**src/rtl/nextpc_pkg.sv**
```systemverilog
package nextpc_pkg;

  typedef enum logic [3:0] {
    FLOW_SEQ           = 4'd0,
    FLOW_EQ            = 4'd1,
    FLOW_NE            = 4'd2,
    FLOW_LEZ           = 4'd3,
    FLOW_GTZ           = 4'd4,
    FLOW_LTZ           = 4'd5,
    FLOW_GEZ           = 4'd6,
    FLOW_LTZ_LINK      = 4'd7,
    FLOW_GEZ_LINK      = 4'd8,
    FLOW_JUMP          = 4'd9,
    FLOW_JUMP_LINK     = 4'd10,
    FLOW_JUMP_REG      = 4'd11,
    FLOW_JUMP_REG_LINK = 4'd12
  } flowOp_e;

  typedef enum logic [1:0] {
    TGT_BRANCH = 2'd0,
    TGT_ABS    = 2'd1,
    TGT_REG    = 2'd2
  } tgtSel_e;

  // control -> datapath
  typedef struct packed {
    logic    transfer;
    tgtSel_e tgtSel;
    logic    linkEn;
    logic    useDest;
  } flowStrobe_t;

  // datapath -> control
  typedef struct packed {
    logic opEq;
    logic rsNeg;
    logic rsZero;
  } cmpFlags_t;

endpackage

```
**src/rtl/nextpc_ctrl.sv**
```systemverilog
module nextpc_ctrl
  import nextpc_pkg::*;
(
  input  logic        instrValid,
  input  logic [3:0]  opCode,
  input  cmpFlags_t   flags,
  input  logic        slotPending,
  output flowStrobe_t strobe
);

  logic condMet;
  logic isLink;
  logic isFlow;

  always_comb begin
    condMet = 1'b0;
    isLink  = 1'b0;
    isFlow  = 1'b1;
    strobe  = '0;
    strobe.tgtSel = TGT_BRANCH;
    case (flowOp_e'(opCode))
      FLOW_EQ:        condMet = flags.opEq;
      FLOW_NE:        condMet = !flags.opEq;
      FLOW_LEZ:       condMet = flags.rsNeg || flags.rsZero;
      FLOW_GTZ:       condMet = !flags.rsNeg && !flags.rsZero;
      FLOW_LTZ:       condMet = flags.rsNeg;
      FLOW_GEZ:       condMet = !flags.rsNeg;
      FLOW_LTZ_LINK: begin
        condMet = flags.rsNeg;
        isLink  = 1'b1;
      end
      FLOW_GEZ_LINK: begin
        condMet = !flags.rsNeg;
        isLink  = 1'b1;
      end
      FLOW_JUMP: begin
        condMet = 1'b1;
        strobe.tgtSel = TGT_ABS;
      end
      FLOW_JUMP_LINK: begin
        condMet = 1'b1;
        isLink  = 1'b1;
        strobe.tgtSel = TGT_ABS;
      end
      FLOW_JUMP_REG: begin
        condMet = 1'b1;
        strobe.tgtSel = TGT_REG;
      end
      FLOW_JUMP_REG_LINK: begin
        condMet = 1'b1;
        isLink  = 1'b1;
        strobe.tgtSel = TGT_REG;
        strobe.useDest = 1'b1;
      end
      default: isFlow = 1'b0;
    endcase
    // a delay-slot instruction cannot start a new transfer
    if (!instrValid || slotPending || !isFlow) begin
      condMet = 1'b0;
      isLink  = 1'b0;
    end
    strobe.transfer = condMet;
    strobe.linkEn   = isLink;
  end

endmodule

```
**src/rtl/nextpc_path.sv**
```systemverilog
module nextpc_path
  import nextpc_pkg::*;
#(
  parameter int XLEN     = 32,
  parameter int OFF_W    = 16,
  parameter int IDX_W    = 26,
  parameter int REG_AW   = 5,
  parameter int LINK_REG = 31
) (
  input  logic              clk,
  input  logic              rstN,
  input  logic              instrValid,
  input  logic [XLEN-1:0]   curPc,
  input  logic [XLEN-1:0]   rsVal,
  input  logic [XLEN-1:0]   rtVal,
  input  logic [OFF_W-1:0]  branchOff,
  input  logic [IDX_W-1:0]  jumpIdx,
  input  logic [XLEN-1:0]   regTarget,
  input  logic [REG_AW-1:0] linkDest,
  input  flowStrobe_t       strobe,
  output cmpFlags_t         flags,
  output logic              slotPending,
  output logic [XLEN-1:0]   nextPc,
  output logic              linkWe,
  output logic [REG_AW-1:0] linkAddr,
  output logic [XLEN-1:0]   linkData
);

  localparam int EXT_W   = XLEN - OFF_W - 2;
  localparam int HI_W    = XLEN - IDX_W - 2;
  localparam int INSTR_B = 4;

  logic [XLEN-1:0] seqPc;
  logic [XLEN-1:0] offExt;
  logic [XLEN-1:0] branchTgt;
  logic [XLEN-1:0] absTgt;
  logic [XLEN-1:0] resolvedTgt;
  logic [XLEN-1:0] pendTgt;

  assign flags.opEq   = (rsVal == rtVal);
  assign flags.rsNeg  = rsVal[XLEN-1];
  assign flags.rsZero = (rsVal == '0);

  assign seqPc     = curPc + XLEN'(INSTR_B);
  assign offExt    = {{EXT_W{branchOff[OFF_W-1]}}, branchOff, 2'b00};
  assign branchTgt = seqPc + offExt;
  assign absTgt    = {seqPc[XLEN-1 -: HI_W], jumpIdx, 2'b00};

  always_comb begin
    case (strobe.tgtSel)
      TGT_ABS: resolvedTgt = absTgt;
      TGT_REG: resolvedTgt = regTarget;
      default: resolvedTgt = branchTgt;
    endcase
  end

  // one-entry redirect register
  always_ff @(posedge clk) begin
    if (!rstN) begin
      slotPending <= 1'b0;
      pendTgt     <= '0;
    end else if (instrValid) begin
      if (slotPending) begin
        slotPending <= 1'b0;
      end else if (strobe.transfer) begin
        slotPending <= 1'b1;
        pendTgt     <= resolvedTgt;
      end
    end
  end

  always_comb begin
    if (!instrValid)      nextPc = curPc;
    else if (slotPending) nextPc = pendTgt;
    else                  nextPc = seqPc;
  end

  assign linkAddr = strobe.useDest ? linkDest : REG_AW'(LINK_REG);
  assign linkWe   = strobe.linkEn && (linkAddr != '0);
  assign linkData = curPc + XLEN'(2 * INSTR_B);

  assert_redirect_armed_R3: assert property (@(posedge clk) disable iff (!rstN)
    instrValid && strobe.transfer |=> slotPending);

  assert_taken_to_slot_R3: assert property (@(posedge clk) disable iff (!rstN)
    strobe.transfer |-> nextPc == curPc + XLEN'(INSTR_B));

  assert_bubble_holds_R2: assert property (@(posedge clk) disable iff (!rstN)
    slotPending && !instrValid |=> slotPending && $stable(pendTgt));

  assert_bubble_pc_R2: assert property (@(posedge clk) disable iff (!rstN)
    !instrValid |-> nextPc == curPc && !linkWe);

  assert_slot_consumed_R9: assert property (@(posedge clk) disable iff (!rstN)
    slotPending && instrValid |=> !slotPending);

endmodule

```
**src/rtl/nextpc_unit.sv**
```systemverilog
module nextpc_unit
  import nextpc_pkg::*;
#(
  parameter int XLEN     = 32,
  parameter int OFF_W    = 16,
  parameter int IDX_W    = 26,
  parameter int REG_AW   = 5,
  parameter int LINK_REG = 31
) (
  input  logic              clk,
  input  logic              rstN,
  input  logic              instrValid,
  input  logic [3:0]        opCode,
  input  logic [XLEN-1:0]   curPc,
  input  logic [XLEN-1:0]   rsVal,
  input  logic [XLEN-1:0]   rtVal,
  input  logic [OFF_W-1:0]  branchOff,
  input  logic [IDX_W-1:0]  jumpIdx,
  input  logic [XLEN-1:0]   regTarget,
  input  logic [REG_AW-1:0] linkDest,
  output logic [XLEN-1:0]   nextPc,
  output logic              taken,
  output logic              linkWe,
  output logic [REG_AW-1:0] linkAddr,
  output logic [XLEN-1:0]   linkData
);

  flowStrobe_t strobe;
  cmpFlags_t   flags;
  logic        slotPending;

  nextpc_ctrl u_ctrl (
    .instrValid  (instrValid),
    .opCode      (opCode),
    .flags       (flags),
    .slotPending (slotPending),
    .strobe      (strobe)
  );

  nextpc_path #(
    .XLEN     (XLEN),
    .OFF_W    (OFF_W),
    .IDX_W    (IDX_W),
    .REG_AW   (REG_AW),
    .LINK_REG (LINK_REG)
  ) u_path (
    .clk         (clk),
    .rstN        (rstN),
    .instrValid  (instrValid),
    .curPc       (curPc),
    .rsVal       (rsVal),
    .rtVal       (rtVal),
    .branchOff   (branchOff),
    .jumpIdx     (jumpIdx),
    .regTarget   (regTarget),
    .linkDest    (linkDest),
    .strobe      (strobe),
    .flags       (flags),
    .slotPending (slotPending),
    .nextPc      (nextPc),
    .linkWe      (linkWe),
    .linkAddr    (linkAddr),
    .linkData    (linkData)
  );

  assign taken = strobe.transfer;

  assert_cond_link_R5: assert property (@(posedge clk) disable iff (!rstN)
    instrValid && !slotPending && (opCode == 4'd7 || opCode == 4'd8)
      |-> linkWe && linkAddr == REG_AW'(LINK_REG));

  assert_slot_quiet_R8: assert property (@(posedge clk) disable iff (!rstN)
    slotPending |-> !taken && !linkWe);

  assert_spare_codes_R11: assert property (@(posedge clk) disable iff (!rstN)
    opCode > 4'd12 |-> !taken && !linkWe);

endmodule

```
**config.mk**
```make
export PLATFORM = sky130hd
export DESIGN_NAME = nextpc_unit
export DESIGN_NICKNAME = d
export VERILOG_FILES = /design/src/rtl/nextpc_pkg.sv /design/src/rtl/nextpc_ctrl.sv /design/src/rtl/nextpc_path.sv /design/src/rtl/nextpc_unit.sv
export SDC_FILE = /design/constraint.sdc
export NUM_CORES = 1
export LEC_CHECK = 0
export BUFFER_PORTS_ARGS = -buffer_cell sky130_fd_sc_hd__buf_4
export CORE_UTILIZATION = 40
export CTS_CLUSTER_DIAMETER = 50
export CTS_CLUSTER_SIZE = 14
export DETAILED_ROUTE_END_ITERATION = 8
export PLACE_DENSITY = 0.78
export RECOVER_POWER = 100
export SYNTH_ARGS = -nofsm -noshare
export SYNTH_HDL_FRONTEND = slang
export SYNTH_SLANG_ARGS = --single-unit
```
**constraint.sdc**
```tcl
create_clock -name clk -period 7.5 [get_ports clk]
set_input_delay 0.375 -clock clk [delete_from_list [all_inputs] [get_ports clk]]
set_output_delay 0.375 -clock clk [all_outputs]
set_load 0.05 [all_outputs]
```
==> metrics <==
Hold Crit Start=curPc[1]; largest family of logic cells by synthesized area=compound AO/OA/AOI/OAI gates; Netlist Area Pre-Place=5900 um2; synth top area cells=dfxtp_1 11%, xnor2_1 11%, ha_1 8.1%; syn nets=1035; violated checks=max-capacitance violations, max-slew violations; Post-CTS Resized=0; TritonRoute pass-1 iters=5; cts hold-fix bufs=0; clock slew at reported path FFs=0.06 ns; worst slew pin tran=1.79 ns; first-pass GRT wire length=32900 um; final wirelength=22400 um; latest clock arrival within the worst-skew pair=0.29 ns; Post-Synth Simple-Gate Area=24.6%; final setup margin=3.09 ns; Post-Synth Adder-Cell Area=8.40%; syn avg cell area=7.25 um2; RR Endpoint=u_path.pendTgt[28]; RSZ-0062 raised after global routing=false; largest net degree at the start of global routing=58; post-synthesis compound-gate area fraction=27.5%; global route total overflow=0; pre-CTS WS=3.22 ns; Via density=5.84; DIE HEIGHT=123 um; Num CTS Buffers=5; # diodes=0; # setup viols final=0; layout cell share with drive strength beyond 1=22.3%; final std cells w/o fill=1197; Avg WL per Cell=18.7 um; starting density of the core=40.8%; Final nets=1233; via count=6985; Async SR Flop Fraction=0%; outcome=complete, but fails checks; Distinct cells, synth=66; DP Cell Count=1189; PD cells=134 nW/um2; hold depth=3; Max-Cap Viols=1; full die area=15200 um2; Post-Route Setup TNS=0 ns; Worst Path Arrival=4.03 ns; overall routing resource usage=28.2%; top cell type's share of synthesized area=11.2%; Critical Path Source Type=input pin; die span in x=123 um; sequential-to-total area share from yosys stat=11.2%; final worst path period need=4.41 ns; drc violations=0; Top FF cell, synth=dfxtp_1; XOR/XNOR Fraction of Synth Area=16.7%; worst-case clock buffer depth=2; fin. max-slew vios=42; Final Hold Fails=0; worst-path maximum fanout=41; Gate Count Post-Synth=814; clk root buf=clkbuf_16; Hold Crit Class=input pin to register; CP Class=input pin to output port; mux share of post-synthesis cell area=5.24%; port bufs=252; Area Overhead vs Synth=29.2%; R2R setup slack=5.00 ns; critical path capture point type=output port; initial antenna violation count=0; fin crit share=58.8%; Worst VDD drop=0.0782 mV; Worst slew margin=-19.4%; Seq cells post-synth=33; Clock Sinks=33; Hold EP=u_path.pendTgt[1]; number of global-route vias before repair=6176; Antenna Nets Post-Route=0; Setup crit start=instrValid; H-tree depth=2; IO Pins=253; Crit path required time=7.12 ns; Max Freq=227 MHz; Post-synth EDFFs=0; dominant cell type by area after synthesis=dfxtp_1; Leak=3.22 nW; Rows=44; Clock Skews=0.00462 ns; hpwl dp=17900 um; core box area=14500 um2; Placer Congestion=0.987; CTS tree=yes; Post CTS Setup Buffer Count=0; first-iteration detailed-routing DRC count=625; Worst R2R Path Depth=7; FF-to-FF Start=u_path.slotPending; YS warnings=0
## report_power, final
group	leakage, nW	switching [mW]	total [mW]	internal (mW)
sequential	0.269	0.0147	0.205	0.191
clock	0.0800	0.0893	0.247	0.157
combinational	2.87	0.355	0.571	0.216
## worst max path at each step
stage | endpoint | slack (ns) | cells after the start
after floorplan | u_path.pendTgt[29] | 3.73 | 17
after global placement | u_path.pendTgt[29] | 3.32 | 17
after detailed placement | u_path.pendTgt[29] | 3.22 | 17
after CTS | u_path.pendTgt[29] | 3.49 | 17
after global routing | taken | 2.92 | 7
final | taken | 3.09 | 7
## cell usage after synthesis (15+ instances only)
master / instances
nand3_1: 37
o22ai_1: 17
nand2_1: 76
ha_1: 38
nand4_1: 26
nor3_1: 17
nor2_1: 64
xnor2_1: 75
dfxtp_1: 33
mux2i_1: 23
clkbuf_1: 38
buf_2: 15
o21ai_0: 43
inv_1: 15
xor2_1: 36
a21oi_1: 67
## flip-flops by register name, summed over array words and instances, names as in the netlist
register	count
u_path.pendTgt	32
u_path.slotPending	1
## layout by cell type (no fill, tap or decap), drive strengths merged, types with 12 or more instances in the layout
| cell type | instances |
|---|---|
| a211oi | 12 |
| a21o | 12 |
| a21oi | 67 |
| a221o | 13 |
| buf | 189 |
| clkbuf | 72 |
| dfxtp | 33 |
| ha | 38 |
| inv | 16 |
| mux2i | 23 |
| nand2 | 77 |
| nand3 | 38 |
| nand4 | 30 |
| nor2 | 64 |
| nor3 | 17 |
| nor4 | 17 |
| o21ai | 44 |
| o22ai | 17 |
| xnor2 | 76 |
| xor2 | 36 |
## worst max-delay path: stages
cell,delay (ns)
clkbuf_1,1.26
inv_1,0.87
a211o_1,0.49
nor2_1,0.12
o31ai_1,0.26
nand2_2,0.16
clkbuf_1,0.48
## layer usage
layer	wire length [um]	part of all wire, %	vias up	GRT usage [%]
met3	1920	8.6	26	3.51
met1	9670	43	3185	38.5
met5	0	0	-	0
met4	455	2.0	0	7.23
li1	-	-	3404	-
met2	10300	46	370	46.7
## layout make-up
cell class                 instances  area (um2)
fill                            1477        6850
multi-input combinational        699        4830
timing repair buffer             256        1670
sequential                        33         661
tap                              184         230
clock buffer                       5         125
inverter                          17        63.8
clock inverter                     3        46.3
## logic make-up (layout without fill, tap and decap cells)
family | Yosys count | count (layout)
XOR/XNOR | 112 | 112
adder cells (fa/ha/maj) | 39 | 39
multiplexers | 30 | 30
flip-flops | 33 | 33
AND/OR/NAND/NOR | 278 | 278
buffers and inverters | 82 | 281
AO/OA/AOI/OAI | 240 | 240
## metrics by stage
stage	area [um2]	hold WS, ns	power, mW	util [%]
floorplan	5900	0.444	0.595	-
CTS	7920	0.379	1.04	54.7
finish	7630	0.379	1.02	52.7
global route	7630	0.395	1.08	52.7
detailed placement	7740	0.480	0.795	53.5
global placement	7740	0.465	0.790	53.5
Power figures use the tool's default switching activity.
